`src/rtl/mbox_pkg.sv`:
```
package mbox_pkg;
    localparam int DW = 8;
    localparam int GFW = 4;

    // host status bit positions
    localparam int ST_OBF  = 0;
    localparam int ST_IBF  = 1;
    localparam int ST_BUSY = 2;
    localparam int ST_CMD  = 3;
    localparam int ST_GF_LO = 4;

    // controller control bit positions
    localparam int CT_IBF_IE  = 0;
    localparam int CT_OBE_IE  = 1;
    localparam int CT_OVR_CLR = 4;
    localparam int CT_MODE    = 5;
    localparam int CT_OBF_CLR = 6;
    localparam int CT_IBF_CLR = 7;

    typedef enum logic {IB_EMPTY, IB_FULL} ib_state_e;
    typedef enum logic {OB_EMPTY, OB_FULL} ob_state_e;
endpackage

```
`src/rtl/mbox_inbuf.sv`:
```
module mbox_inbuf
    import mbox_pkg::*;
#(
    parameter int W = DW
) (
    input  logic         clk,
    input  logic         rst_n,
    input  logic         h_rst,
    input  logic         h_wr,
    input  logic         h_cmd_sel,
    input  logic [W-1:0] h_wdata,
    input  logic         c_rd,
    input  logic         strobe_mode,
    input  logic         drain_stb,
    input  logic         ovr_clr,
    output logic         ibf,
    output logic         last_cmd,
    output logic [W-1:0] in_byte,
    output logic         overrun
);
    ib_state_e st_q, st_d;
    logic      drain;
    logic      cmd_q;
    logic      ovr_q;
    logic [W-1:0] byte_q;

    assign drain = strobe_mode ? drain_stb : c_rd;

    always_ff @(posedge clk or negedge rst_n) begin
        if (!rst_n) st_q <= IB_EMPTY;
        else        st_q <= st_d;
    end

    always_comb begin
        st_d = st_q;
        unique case (st_q)
            IB_EMPTY: begin
                if (h_rst)     st_d = IB_EMPTY;   // HRESET
                else if (h_wr) st_d = IB_FULL;    // FILL
            end
            IB_FULL: begin
                if (h_rst)      st_d = IB_EMPTY;  // HRESET
                else if (h_wr)  st_d = IB_FULL;   // OVERWRITE
                else if (drain) st_d = IB_EMPTY;  // DRAIN
            end
            default: st_d = IB_EMPTY;
        endcase
    end

    always_ff @(posedge clk or negedge rst_n) begin
        if (!rst_n) begin
            byte_q <= '0;
            cmd_q  <= 1'b0;
            ovr_q  <= 1'b0;
        end else begin
            if (h_wr) begin
                byte_q <= h_wdata;
                cmd_q  <= h_cmd_sel;
            end
            if (h_wr && st_q == IB_FULL) ovr_q <= 1'b1;
            else if (ovr_clr)            ovr_q <= 1'b0;
        end
    end

    always_comb begin
        ibf      = (st_q == IB_FULL);
        last_cmd = cmd_q;
        in_byte  = byte_q;
        overrun  = ovr_q;
    end

    a_r1_fill: assert property (@(posedge clk) disable iff (!rst_n)
        (h_wr && !h_rst) |=> ibf);
    a_r1_port_flag: assert property (@(posedge clk) disable iff (!rst_n)
        h_wr |=> (last_cmd == $past(h_cmd_sel)));
    a_r3_access_drain: assert property (@(posedge clk) disable iff (!rst_n)
        (!strobe_mode && c_rd && !h_wr) |=> !ibf);
    a_r4_read_keeps: assert property (@(posedge clk) disable iff (!rst_n)
        (strobe_mode && ibf && !drain_stb && !h_rst) |=> ibf);
    a_r5_host_reset: assert property (@(posedge clk) disable iff (!rst_n)
        h_rst |=> !ibf);
    a_r8_overrun_set: assert property (@(posedge clk) disable iff (!rst_n)
        (h_wr && ibf) |=> overrun);
    a_r8_overrun_hold: assert property (@(posedge clk) disable iff (!rst_n)
        (overrun && !ovr_clr) |=> overrun);
endmodule

```
`src/rtl/mbox_outbuf.sv`:
```
module mbox_outbuf
    import mbox_pkg::*;
#(
    parameter int W = DW
) (
    input  logic         clk,
    input  logic         rst_n,
    input  logic         c_wr,
    input  logic [W-1:0] c_wdata,
    input  logic         h_rd,
    input  logic         flush_stb,
    output logic         obf,
    output logic [W-1:0] out_byte
);
    ob_state_e st_q, st_d;
    logic [W-1:0] byte_q;

    always_ff @(posedge clk or negedge rst_n) begin
        if (!rst_n) st_q <= OB_EMPTY;
        else        st_q <= st_d;
    end

    always_comb begin
        st_d = st_q;
        unique case (st_q)
            OB_EMPTY: begin
                if (c_wr) st_d = OB_FULL;              // POST
            end
            OB_FULL: begin
                if (c_wr)           st_d = OB_FULL;    // POST again
                else if (h_rd)      st_d = OB_EMPTY;   // TAKE
                else if (flush_stb) st_d = OB_EMPTY;   // FLUSH
            end
            default: st_d = OB_EMPTY;
        endcase
    end

    always_ff @(posedge clk or negedge rst_n) begin
        if (!rst_n)    byte_q <= '0;
        else if (c_wr) byte_q <= c_wdata;
    end

    always_comb begin
        obf      = (st_q == OB_FULL);
        out_byte = byte_q;
    end

    a_r2_post: assert property (@(posedge clk) disable iff (!rst_n)
        c_wr |=> (obf && out_byte == $past(c_wdata)));
    a_r2_take: assert property (@(posedge clk) disable iff (!rst_n)
        (h_rd && !c_wr) |=> !obf);
    a_r4_flush: assert property (@(posedge clk) disable iff (!rst_n)
        (flush_stb && !c_wr) |=> !obf);
    a_r9_post_wins: assert property (@(posedge clk) disable iff (!rst_n)
        (c_wr && (h_rd || flush_stb)) |=> obf);
endmodule

```
`src/rtl/mbox_ctrl.sv`:
```
module mbox_ctrl
    import mbox_pkg::*;
#(
    parameter int W = DW,
    parameter int G = GFW
) (
    input  logic         clk,
    input  logic         rst_n,
    input  logic         c_ctl_wr,
    input  logic [W-1:0] c_ctl_wdata,
    input  logic         c_stat_wr,
    input  logic         c_busy,
    input  logic [G-1:0] c_gflags,
    input  logic         ibf,
    input  logic         obf,
    output logic         strobe_mode,
    output logic         ibf_clr_stb,
    output logic         obf_clr_stb,
    output logic         ovr_clr_stb,
    output logic         busy,
    output logic [G-1:0] gflags,
    output logic         irq_ibf,
    output logic         irq_obe
);
    logic         ie_ibf_q, ie_obe_q, mode_q, busy_q;
    logic [G-1:0] gf_q;
    logic         ctl_unused;

    assign ctl_unused = ^{c_ctl_wdata[3:2], c_ctl_wdata[W-1:CT_IBF_CLR]};

    always_ff @(posedge clk or negedge rst_n) begin
        if (!rst_n) begin
            ie_ibf_q <= 1'b0;
            ie_obe_q <= 1'b0;
            mode_q   <= 1'b0;
        end else if (c_ctl_wr) begin
            ie_ibf_q <= c_ctl_wdata[CT_IBF_IE];
            ie_obe_q <= c_ctl_wdata[CT_OBE_IE];
            mode_q   <= c_ctl_wdata[CT_MODE];
        end
    end

    always_ff @(posedge clk or negedge rst_n) begin
        if (!rst_n) begin
            busy_q <= 1'b0;
            gf_q   <= '0;
        end else if (c_stat_wr) begin
            busy_q <= c_busy;
            gf_q   <= c_gflags;
        end
    end

    always_comb begin
        strobe_mode = mode_q;
        ibf_clr_stb = c_ctl_wr && mode_q && c_ctl_wdata[CT_IBF_CLR];
        obf_clr_stb = c_ctl_wr && mode_q && c_ctl_wdata[CT_OBF_CLR];
        ovr_clr_stb = c_ctl_wr && c_ctl_wdata[CT_OVR_CLR];
        busy        = busy_q;
        gflags      = gf_q;
        irq_ibf     = ibf && ie_ibf_q;
        irq_obe     = !obf && ie_obe_q;
    end

    a_r6_ibf_irq_needs_full: assert property (@(posedge clk) disable iff (!rst_n)
        irq_ibf |-> ibf);
    a_r6_obe_irq_needs_empty: assert property (@(posedge clk) disable iff (!rst_n)
        irq_obe |-> !obf);
    a_r7_busy_load: assert property (@(posedge clk) disable iff (!rst_n)
        c_stat_wr |=> (busy == $past(c_busy) && gflags == $past(c_gflags)));
    a_r7_busy_hold: assert property (@(posedge clk) disable iff (!rst_n)
        !c_stat_wr |=> $stable(busy));
    a_r3_no_strobe_in_access: assert property (@(posedge clk) disable iff (!rst_n)
        !strobe_mode |-> !(ibf_clr_stb || obf_clr_stb));
endmodule

```
`src/rtl/host_mbox_channel.sv`:
```
module host_mbox_channel
    import mbox_pkg::*;
#(
    parameter int W = DW,
    parameter int G = GFW
) (
    input  logic         clk,
    input  logic         rst_n,
    input  logic         h_rst,
    input  logic         h_wr,
    input  logic         h_cmd_sel,
    input  logic [W-1:0] h_wdata,
    input  logic         h_rd,
    output logic [W-1:0] h_rdata,
    output logic [W-1:0] h_status,
    input  logic         c_rd,
    output logic [W-1:0] c_rdata,
    input  logic         c_wr,
    input  logic [W-1:0] c_wdata,
    input  logic         c_ctl_wr,
    input  logic [W-1:0] c_ctl_wdata,
    input  logic         c_stat_wr,
    input  logic         c_busy,
    input  logic [G-1:0] c_gflags,
    output logic         c_overrun,
    output logic         irq_ibf,
    output logic         irq_obe
);
    logic         ibf, obf, last_cmd, busy;
    logic         strobe_mode, ibf_clr_stb, obf_clr_stb, ovr_clr_stb;
    logic [G-1:0] gflags;

    mbox_inbuf #(.W(W)) u_in (
        .clk(clk), .rst_n(rst_n), .h_rst(h_rst), .h_wr(h_wr),
        .h_cmd_sel(h_cmd_sel), .h_wdata(h_wdata), .c_rd(c_rd),
        .strobe_mode(strobe_mode), .drain_stb(ibf_clr_stb),
        .ovr_clr(ovr_clr_stb), .ibf(ibf), .last_cmd(last_cmd),
        .in_byte(c_rdata), .overrun(c_overrun)
    );

    mbox_outbuf #(.W(W)) u_out (
        .clk(clk), .rst_n(rst_n), .c_wr(c_wr), .c_wdata(c_wdata),
        .h_rd(h_rd), .flush_stb(obf_clr_stb), .obf(obf), .out_byte(h_rdata)
    );

    mbox_ctrl #(.W(W), .G(G)) u_ctl (
        .clk(clk), .rst_n(rst_n), .c_ctl_wr(c_ctl_wr),
        .c_ctl_wdata(c_ctl_wdata), .c_stat_wr(c_stat_wr), .c_busy(c_busy),
        .c_gflags(c_gflags), .ibf(ibf), .obf(obf),
        .strobe_mode(strobe_mode), .ibf_clr_stb(ibf_clr_stb),
        .obf_clr_stb(obf_clr_stb), .ovr_clr_stb(ovr_clr_stb),
        .busy(busy), .gflags(gflags), .irq_ibf(irq_ibf), .irq_obe(irq_obe)
    );

    always_comb begin
        h_status                      = '0;
        h_status[ST_OBF]              = obf;
        h_status[ST_IBF]              = ibf;
        h_status[ST_BUSY]             = busy;
        h_status[ST_CMD]              = last_cmd;
        h_status[ST_GF_LO+G-1:ST_GF_LO] = gflags;
    end

    a_r9_write_beats_drain: assert property (@(posedge clk) disable iff (!rst_n)
        (h_wr && !h_rst && (c_rd || ibf_clr_stb)) |=> h_status[ST_IBF]);
    a_r5_host_reset_keeps_obf: assert property (@(posedge clk) disable iff (!rst_n)
        (h_rst && obf && !h_rd && !obf_clr_stb) |=> h_status[ST_OBF]);
endmodule

```
`config.mk`:
```
export PLATFORM = sky130hd
export DESIGN_NAME = host_mbox_channel
export DESIGN_NICKNAME = d
export VERILOG_FILES = /design/src/rtl/mbox_pkg.sv /design/src/rtl/mbox_inbuf.sv /design/src/rtl/mbox_outbuf.sv /design/src/rtl/mbox_ctrl.sv /design/src/rtl/host_mbox_channel.sv
export SDC_FILE = /design/constraint.sdc
export NUM_CORES = 1
export LEC_CHECK = 0
export BUFFER_PORTS_ARGS = -buffer_cell sky130_fd_sc_hd__clkbuf_2
export CAP_MARGIN = 30
export CORE_MARGIN = 5
export CORE_UTILIZATION = 46
export DETAILED_ROUTE_END_ITERATION = 16
export HOLD_SLACK_MARGIN = 0.06
export PLACE_DENSITY = 0.84
export SLEW_MARGIN = 0
export SYNTH_ARGS = -nofsm -noshare
export SYNTH_HDL_FRONTEND = slang
export SYNTH_SLANG_ARGS = --single-unit
```
`constraint.sdc`:
```
create_clock -name clk -period 2.8 [get_ports clk]
set_clock_uncertainty 0.1 [all_clocks]
set_input_delay 0 -clock clk [delete_from_list [all_inputs] [get_ports clk]]
set_output_delay 0 -clock clk [all_outputs]
set_load 0.01 [all_outputs]
```
==> flow_metrics.tcl, run 1 <==
set metrics [dict create \
    status "completed" \
    async_flop_share_pct 100 \
    drtAntennaViolNets 0 \
    maxSlewHeadroom_pct 54.3 \
    synth_top_area_share_pct 61.5 \
    synth_nets 110 \
    row_count 18 \
    clockBufferDepth 2 \
    grt_pass1_vias 1113 \
    required_ps 2910 \
    critPathMaxStageDelay_ps 550 \
    slowest_stage "dlygate4sd3_1" \
    path_max_fanout 4 \
    gp_congestion 0.647 \
    p_per_area_mw_per_mm2 457 \
    yosysMostFrequentCell "dfrtp_1" \
    ys_types 14 \
    cts_max_level 1 \
    cts_buffers 3 \
    ys_warn_count 0 \
    start_util_pct 46.9 \
    fmax_mhz 631 \
    vias 1005 \
    clk_pin_slew_ps 150 \
    arrival_ps 1700 \
    hold_path.class "primary input to flip-flop" \
    synth-seq-cells 28 \
    syn_area_per_cell_sq_um 16.1 \
    grt_first_pass_wirelength_microns 5130 \
    track_usage_pct 19.1 \
    firstDrtPassIters 4 \
    finalMaxSlewViolations 0 \
    grt_antenna_before_repair 0 \
    dieArea_sq_mm 0.00357 \
    synth-edff-count 0 \
    wl_microns 3180 \
    final_cell_count_no_fill 211 \
    rsz0062_at_grt "no" \
    area_delta_synth_final_pct 71.9 \
    ys_seq_area_share_pct 61.5 \
    nets 220 \
    setup_viol_count_final 0 \
    synth_top_cell_by_area "dfrtp_1" \
    via_per_inst 4.76 \
    fin_crit_sh_pct 56.6 \
    ios 66 \
    power_w 0.000895 \
    fin_setup_tns_ps 0 \
    die_h_microns 59.8 \
    final-hold-violation-count 0 \
    grt_max_degree 29 \
    p_leak_nw 0.977 \
    path_cells "nand2b_1, a32o_1, dlygate4sd3_1" \
    drt_iter0_markers 26 \
    crit_type "flip-flop to flip-flop" \
    startpoint_type "flip-flop" \
    drive_gt1_share_pct 51.7 \
    synthCells 71 \
    worstMarginPinSlew_ps 686 \
    port_buffers 63 \
    wire_per_inst_microns 15.0 \
    die_w_microns 59.8 \
    clock_latency_ps 310 \
    endpoint_kind "flip-flop" \
    core_area_sq_mm 0.00243 \
    cp.buffers_inverters 1 \
    cts_tree "done" \
    crit_family "buffers and inverters" \
    place_inst 158 \
    dp_hpwl_microns 1800 \
    drc_errors 0 \
    ir_worst_vdd_uv 312 \
    synthTopCellsByArea "dfrtp_1 (61%), mux2_2 (17%), mux2_4 (11%), buf_4 (2.6%), buf_6 (2.0%)" \
    timing.final.crit_period_ps 1590 \
    drv_cap 0 \
    synthFlopType "dfrtp_1" \
    overflow 0 \
    synthTopCellsByCount "dfrtp_1 (28), mux2_2 (17), mux2_4 (8)" \
    clock-sinks 28 \
    fill_cells 133 \
    syn-cell-area_sq_mm 0.00114 \
    cts.root.buffer_cell "clkbuf_4" \
]
## per-stage QoR
step / worst slack (ps) / area (sq um) / utilization (%) / hold WS (ps)
after floorplan: 1840 / 1140 / - / -396
after global placement: 1810 / 1440 / 59.2 / -47.6
after detailed placement: 1790 / 1440 / 59.2 / -33.3
after CTS: 1230 / 1960 / 80.5 / 104
after global routing: 1160 / 1960 / 80.5 / 107
final: 1210 / 1960 / 80.6 / 104
## placed cells by master, fill, tap and decap left out
cell type      netlist  routed
dlygate4sd3_1        0      48
a31o_1               1       1
clkbuf_2             0      63
dfrtp_1             28      28
inv_1                2       2
a32o_1               1       1
nand2b_1             1       1
a22o_2               1       1
diode_2              0       1
clkbuf_4             0       3
clkbuf_8             0       1
nand3_1              2       2
nor2b_1              2       2
and2_1               1       1
mux2_2              17      17
nand2_1              1       1
mux2_4               8       8
## cell families after synthesis
| kind of cell | Yosys count | share of synthesized area, % |
|---|---|---|
| flops | 28 | 61.5 |
| mux | 25 | 27.3 |
| buf+inv | 8 | 5.27 |
| simple gates | 7 | 3.40 |
| compound gates | 3 | 2.52 |
## area by class of cell
class | count | area (sq um) | area share [%]
repair buffers | 111 | 796 | 40.6
well taps | 30 | 37.5 | 1.92
flip-flops and latches | 28 | 701 | 35.8
inverters | 2 | 7.51 | 0.383
clock buffers | 4 | 36.3 | 1.85
diodes | 1 | 2.50 | 0.128
multi-input cells | 35 | 379 | 19.3
## where the power goes
part	switching, W	internal (W)	total (W)
Clock	0.000114	0.0000794	0.000193
Sequential	0.0000247	0.000445	0.000470
Combinational	0.0000852	0.000147	0.000232
## worst reg2reg max path, delay by kind of cell, from the launching register on
family,cells,cell delay (ps)
AOI/OAI and AO/OA,1,240
DFF,1,430
and+or+nand+nor,1,160
buffers and inverters,1,550
## path summary, 6_finish.rpt
check	startpoint	endpoint	slack, ps	depth (start not counted)
setup / recovery	u_ctl.strobe_mode	u_in.ibf	1210	3
hold / removal	h_wr	u_in.in_byte[6]	100	2
hold reg to reg	u_in.overrun	u_in.overrun	420	1
min in group asynchronous	rst_n	u_ctl.gflags[1]	150	2
max in group asynchronous	rst_n	u_out.out_byte[4]	2010	2
setup reg to reg	u_ctl.strobe_mode	u_in.ibf	1210	3
## metal layers
layer | GRT usage, % | up-vias | share of wire [%]
met1 | 22.0 | 498 | 38
met4 | 5.06 | 0 | 1.0
met5 | 0 | - | 0
li1 | - | 460 | -
met3 | 3.67 | 4 | 8.5
met2 | 35.6 | 43 | 52
## repair_timing
| action | in CTS | in global routing |
|---|---|---|
| gates resized for setup | 0 | 0 |
| endpoints found under the setup margin | 0 | 0 |
| setup buffers | 0 | 0 |
| endpoints found under the hold margin | 56 | 0 |
| hold buffers | 48 | 0 |
(Power assumes the default switching activity.)
==> run 2: changes to the inputs <==
--- a/config.mk
+++ b/config.mk
@@ -8,10 +8,10 @@
 export BUFFER_PORTS_ARGS = -buffer_cell sky130_fd_sc_hd__clkbuf_2
 export CAP_MARGIN = 30
 export CORE_MARGIN = 5
-export CORE_UTILIZATION = 46
+export CORE_UTILIZATION = 38
 export DETAILED_ROUTE_END_ITERATION = 16
 export HOLD_SLACK_MARGIN = 0.06
-export PLACE_DENSITY = 0.84
+export PLACE_DENSITY = 0.74
 export SLEW_MARGIN = 0
 export SYNTH_ARGS = -nofsm -noshare
 export SYNTH_HDL_FRONTEND = slang
==> constraint.sdc (replaced) <==
create_clock -name clk -period 1.3 [get_ports clk]
set_clock_uncertainty 0.1 [all_clocks]
set_input_delay 0 -clock clk [delete_from_list [all_inputs] [get_ports clk]]
set_output_delay 0 -clock clk [all_outputs]
set_load 0.01 [all_outputs]
==> run 2 against run 1 <==
Flip-flop and latch count stayed put. Utilization shrank 15 points. Register-to-register slack worse by 990 ps. Critical path depth decreased by 1. Die area rose by 17%. Sequential power up 110%. First-iteration DRC count down 65%.
==> flow_metrics.tcl, run 2 (synthesis results as in run 1) <==
set metrics [dict create \
    r2r_start "u_ctl.strobe_mode" \
    place_ws_ps 267 \
    cts_buffers 3 \
    r2r_end "u_in.ibf" \
    final-hold-violation-count 0 \
    grt_max_degree 29 \
    startpoint_type "flip-flop" \
    timing.final.crit_period_ps 1150 \
    endpoint_kind "primary output" \
    worstHoldStart "h_wr" \
    rr_worst_depth 2 \
    nets 207 \
    setup_viol_count_final 0 \
    power_w 0.00185 \
    arrival_ps 1050 \
    cts_setup_buffers 0 \
    cts_resized 0 \
    grt_first_pass_wirelength_microns 4490 \
    start_util_pct 40.6 \
    final_area_sq_mm 0.00183 \
    clockBufferDepth 2 \
    clock-sinks 28 \
    drtAntennaViolNets 0 \
    drive_gt1_share_pct 55.7 \
    fin_setup_tns_ps 0 \
    grt_pass1_vias 1020 \
    wire_per_inst_microns 14.1 \
    maxSlewHeadroom_pct 55.4 \
    firstDrtPassIters 2 \
    whs_path_depth 2 \
    die_h_microns 64.8 \
    die_w_microns 64.8 \
    gp_congestion 0.747 \
    worstMarginPinSlew_ps 669 \
    fmax_mhz 870 \
    mostFrequentLayoutCells "clkbuf_2 (63), dlygate4sd3_1 (35), dfrtp_1 (28), mux2_2 (17), mux2_4 (8)" \
    track_usage_pct 13.9 \
    rrSetupSlack_ps 220 \
    overflow 0 \
    cts.root.buffer_cell "clkbuf_4" \
    grt_antenna_before_repair 0 \
    cts_tree "done" \
    fin_crit_sh_pct 88.4 \
    p_per_area_mw_per_mm2 1010 \
    status "completed" \
    path_max_fanout 4 \
    wl_microns 2800 \
    clock_latency_ps 320 \
    drv_cap 0 \
    row_count 19 \
    ios 66 \
    via_per_inst 4.61 \
    ir_worst_vdd_uv 669 \
    cts_max_level 1 \
    p_leak_nw 0.924 \
    vias 912 \
    antenna_cells 0 \
    port_buffers 63 \
    holdPathEnd "u_in.in_byte[4]" \
    postPlaceCellArea_sq_mm 0.00144 \
    rsz0062_at_grt "no" \
    required_ps 1200 \
    drt_iter0_markers 9 \
    dieArea_sq_mm 0.00420 \
    clk_pin_slew_ps 150 \
    layout_commonest_cell "clkbuf_2" \
    setup_ws_ps 150 \
    crit_type "flip-flop to primary output" \
    drc_errors 0 \
    hold_path.class "primary input to flip-flop" \
    dp_hpwl_microns 1820 \
    area_delta_synth_final_pct 60.4 \
    finalMaxSlewViolations 0 \
    core_area_sq_mm 0.00281 \
]
[run 2: cell count changes in the layout (fill, tap and decap cells not counted), sizes merged]
cell,before,now
dlygate4sd3,48,35
diode,1,0
[run 2: worst max-delay path by stage]
stage	from	endpoint	slack [ps]
after global placement	u_ctl.strobe_mode	u_in.ibf	310
after global routing	u_in.ibf	irq_ibf	120
after floorplan	u_ctl.strobe_mode	u_in.ibf	340
after detailed placement	u_ctl.strobe_mode	u_in.ibf	270
after CTS	u_in.ibf	irq_ibf	170
final	u_in.ibf	irq_ibf	150
[run 2: area by class of cell]
type	instances	area [sq um]
Multi-Input combinational cell	35	379
Clock buffer	4	36.3
Timing Repair Buffer	98	666
Sequential cell	28	701
Tap cell	31	38.8
Fill cell	205	977
Inverter	2	7.51
[run 2: repair_timing]
| action | CTS | global route |
|---|---|---|
| hold buffers | 35 | 0 |
| hold endpoints to repair | 56 | 0 |
| endpoints found under the setup margin | 0 | 0 |
[run 2: worst max-delay path, stage by stage (launching register included)]
cell and delay, ps:
dfrtp_1 440, and2_1 160, clkbuf_2 130
[run 2: through the flow]
step | cells | hold slack [ps] | utilization, %
3_5_place_dp | 159 | -30.6 | 51.4
6_report | 198 | 92.8 | 65.2
3_3_place_gp | 159 | -40.6 | 51.4
4_1_cts | 198 | 92.3 | 65.2
5_1_grt | 198 | 99.1 | 65.2
2_1_floorplan | 71 | -396 | -
[run 2: where the power goes]
group	total [W]	leakage, nW	internal [W]	switching, W
registers	0.00101	0.328	0.000958	0.0000521
logic	0.000424	0.575	0.000257	0.000167
clock network	0.000416	0.0210	0.000171	0.000244
total	0.00185	0.924	0.00139	0.000463
[run 2: per-layer routing]
layer | vias up | share of wire (%) | GRT usage (%)
met5 | - | 0 | 0
met2 | 37 | 55 | 27.5
li1 | 437 | - | -
met1 | 434 | 36 | 13.7
met3 | 4 | 7.3 | 3.28
met4 | 0 | 1.3 | 5.54
==> run 3: changes to the inputs <==
==> constraint.sdc (replaced) <==
create_clock -name clk -period 1.03 [get_ports clk]
set_clock_uncertainty 0.1 [all_clocks]
set_input_delay 0 -clock clk [delete_from_list [all_inputs] [get_ports clk]]
set_output_delay 0 -clock clk [all_outputs]
set_load 0.01 [all_outputs]
==> run 3 against run 2 <==
Largest power group unchanged. Hold slack got worse by 90 ps. Routed wire length is 2.6% higher. The run now ends with setup timing left. Non-clock buffer count up 3. Register-to-register slack got worse by 210 ps. Critical endpoint unchanged. Die area is the same.
==> flow_metrics.tcl, run 3 (synthesis results as in run 1) <==
set metrics [dict create \
    status "finished with violations" \
    violations "setup timing" \
    dp_hpwl_microns 1870 \
    comb_power_share_pct 22.6 \
    ios 66 \
    finalMaxSlewViolations 0 \
    drc_errors 0 \
    setup_viol_count_final 4 \
    firstDrtPassIters 2 \
    drt_iter0_markers 3 \
    clock_latency_ps 320 \
    maxSlewHeadroom_pct 75.7 \
    fin_crit_sh_pct 110 \
    die_h_microns 64.8 \
    crit_family "flip-flops" \
    arrival_ps 1030 \
    cts_tree "done" \
    p_int_w 0.00196 \
    timing.final.crit_period_ps 1130 \
    p_leak_nw 0.963 \
    whs_ps 2.35 \
    area_delta_synth_final_pct 67.4 \
    cts_max_level 1 \
    wire_per_inst_microns 14.3 \
    r2r_end "u_in.ibf" \
    ir_worst_vdd_uv 843 \
    drive_gt1_share_pct 57.6 \
    clockPowerShare_pct 27.5 \
    dieArea_sq_mm 0.00420 \
    overflow 0 \
    startpoint_type "flip-flop" \
    drv_cap 0 \
    final-hold-violation-count 0 \
    cp.buffers_inverters 1 \
    hold_path.class "primary input to async pin" \
    r2r_start "u_in.ibf" \
    layout_commonest_cell "clkbuf_2" \
    drtAntennaViolNets 0 \
    utilization_pct 68.0 \
    endpoint_kind "primary output" \
    row_count 19 \
    cts.root.buffer_cell "clkbuf_4" \
    grt_first_pass_wirelength_microns 4420 \
    clockBufferDepth 2 \
    setup_ws_ps -100 \
    path_cells "and2_4, buf_6" \
    port_buffers 63 \
    cts_hold_buf 35 \
    grt_antenna_before_repair 0 \
    nets 210 \
    clock-sinks 28 \
    cp.depth 2 \
    rr_worst_depth 2 \
    core_area_sq_mm 0.00281 \
    p_per_area_mw_per_mm2 1340 \
    path_max_fanout 4 \
    p_sw_share_pct 23.3 \
    critPathCapture "irq_ibf" \
    grt_pass1_vias 977 \
    die_w_microns 64.8 \
    mostFrequentLayoutCells "clkbuf_2 (59), dlygate4sd3_1 (35), dfrtp_1 (28), mux2_2 (17), mux2_4 (8)" \
    gp_congestion 0.726 \
    start_util_pct 40.6 \
    rrSetupSlack_ps 10 \
    critPathMaxStageDelay_ps 430 \
    via_per_inst 4.61 \
    cts_buffers 3 \
    p_sw_w 0.000594 \
    fmax_mhz 885 \
    grt_max_degree 17 \
    worstMarginPinSlew_ps 365 \
    vias 926 \
    rsz0062_at_grt "yes" \
    antenna_cells 0 \
    clk_pin_slew_ps 150 \
    crit_path_start "u_in.ibf" \
    seqPwrFrac_pct 49.9 \
    wl_microns 2870 \
    crit_type "flip-flop to primary output" \
    slowest_stage "dfrtp_1" \
    required_ps 930 \
    track_usage_pct 13.6 \
]
-- run 3: cell types whose count changed in the layout (fill, tap and decap cells not counted) --
cell       change
and2_1         -1
nand2b_1       -1
buf_2          +1
clkbuf_8       -1
buf_6          +3
buf_4          +2
bufinv_16      +1
buf_12         +1
nand2b_4       +1
clkbuf_2       -4
and2_4         +1
-- run 3: layout make-up --
cell class | count | area, sq um
fillers | 202 | 897
repair buffers | 101 | 719
flip-flops and latches | 28 | 701
multi-input cells | 35 | 389
well taps | 31 | 38.8
clock inverters | 1 | 30.0
clock buffers | 3 | 22.5
inverters | 2 | 7.51
-- run 3: through the flow --
stage	power [W]	setup WS, ps	setup TNS [ps]	instance area, sq um	std cells
after global routing	0.00268	-171	-591	1910	201
after CTS	0.00255	-103	-201	1860	199
after global placement	0.00172	44.3	0	1460	160
after detailed placement	0.00173	12.6	0	1460	160
final	0.00255	-100	-328	1910	201
after floorplan	0.00152	65.5	0	1140	71
-- run 3: what timing repair did --
| item | in CTS | in global routing |
|---|---|---|
| setup endpoints to repair | 3 | 5 |
| pin swaps | 1 | 1 |
| resized for setup | 0 | 10 |
| buffers inserted | 0 | 2 |
| hold endpoints to repair | 56 | 13 |
-- run 3: per-layer routing --
metal  vias to the layer above  GRT usage (%)  wire length [microns]
met1                       439           15.2                   1080
met5                         -              0                      0
li1                        442              -                      -
met3                         6           2.94                    192
met2                        39           24.8                   1540
met4                         0           5.80                     60
-- run 3: power groups by stage --
stage	Combinational, W	Sequential [W]	Clock, W
after floorplan	0.000197	0.00133	0
final	0.000576	0.00127	0.000703
after global placement	0.000431	0.00129	0
after detailed placement	0.000442	0.00129	0
after CTS	0.000546	0.00127	0.000734
after global routing	0.000620	0.00129	0.000774
-- run 3: how the worst min path moves through the flow --
stage | cells past startpoint | from | slack, ps | to
6_report | 2 | rst_n | 2 | u_ctl.ie_ibf_q
5_1_grt | 2 | rst_n | 40 | u_ctl.ie_ibf_q
4_1_cts | 2 | rst_n | -8 | u_ctl.ie_ibf_q
3_5_place_dp | 1 | rst_n | -170 | u_ctl.ie_ibf_q
3_3_place_gp | 1 | rst_n | -170 | u_ctl.strobe_mode
2_1_floorplan | 0 | rst_n | -400 | u_ctl.busy
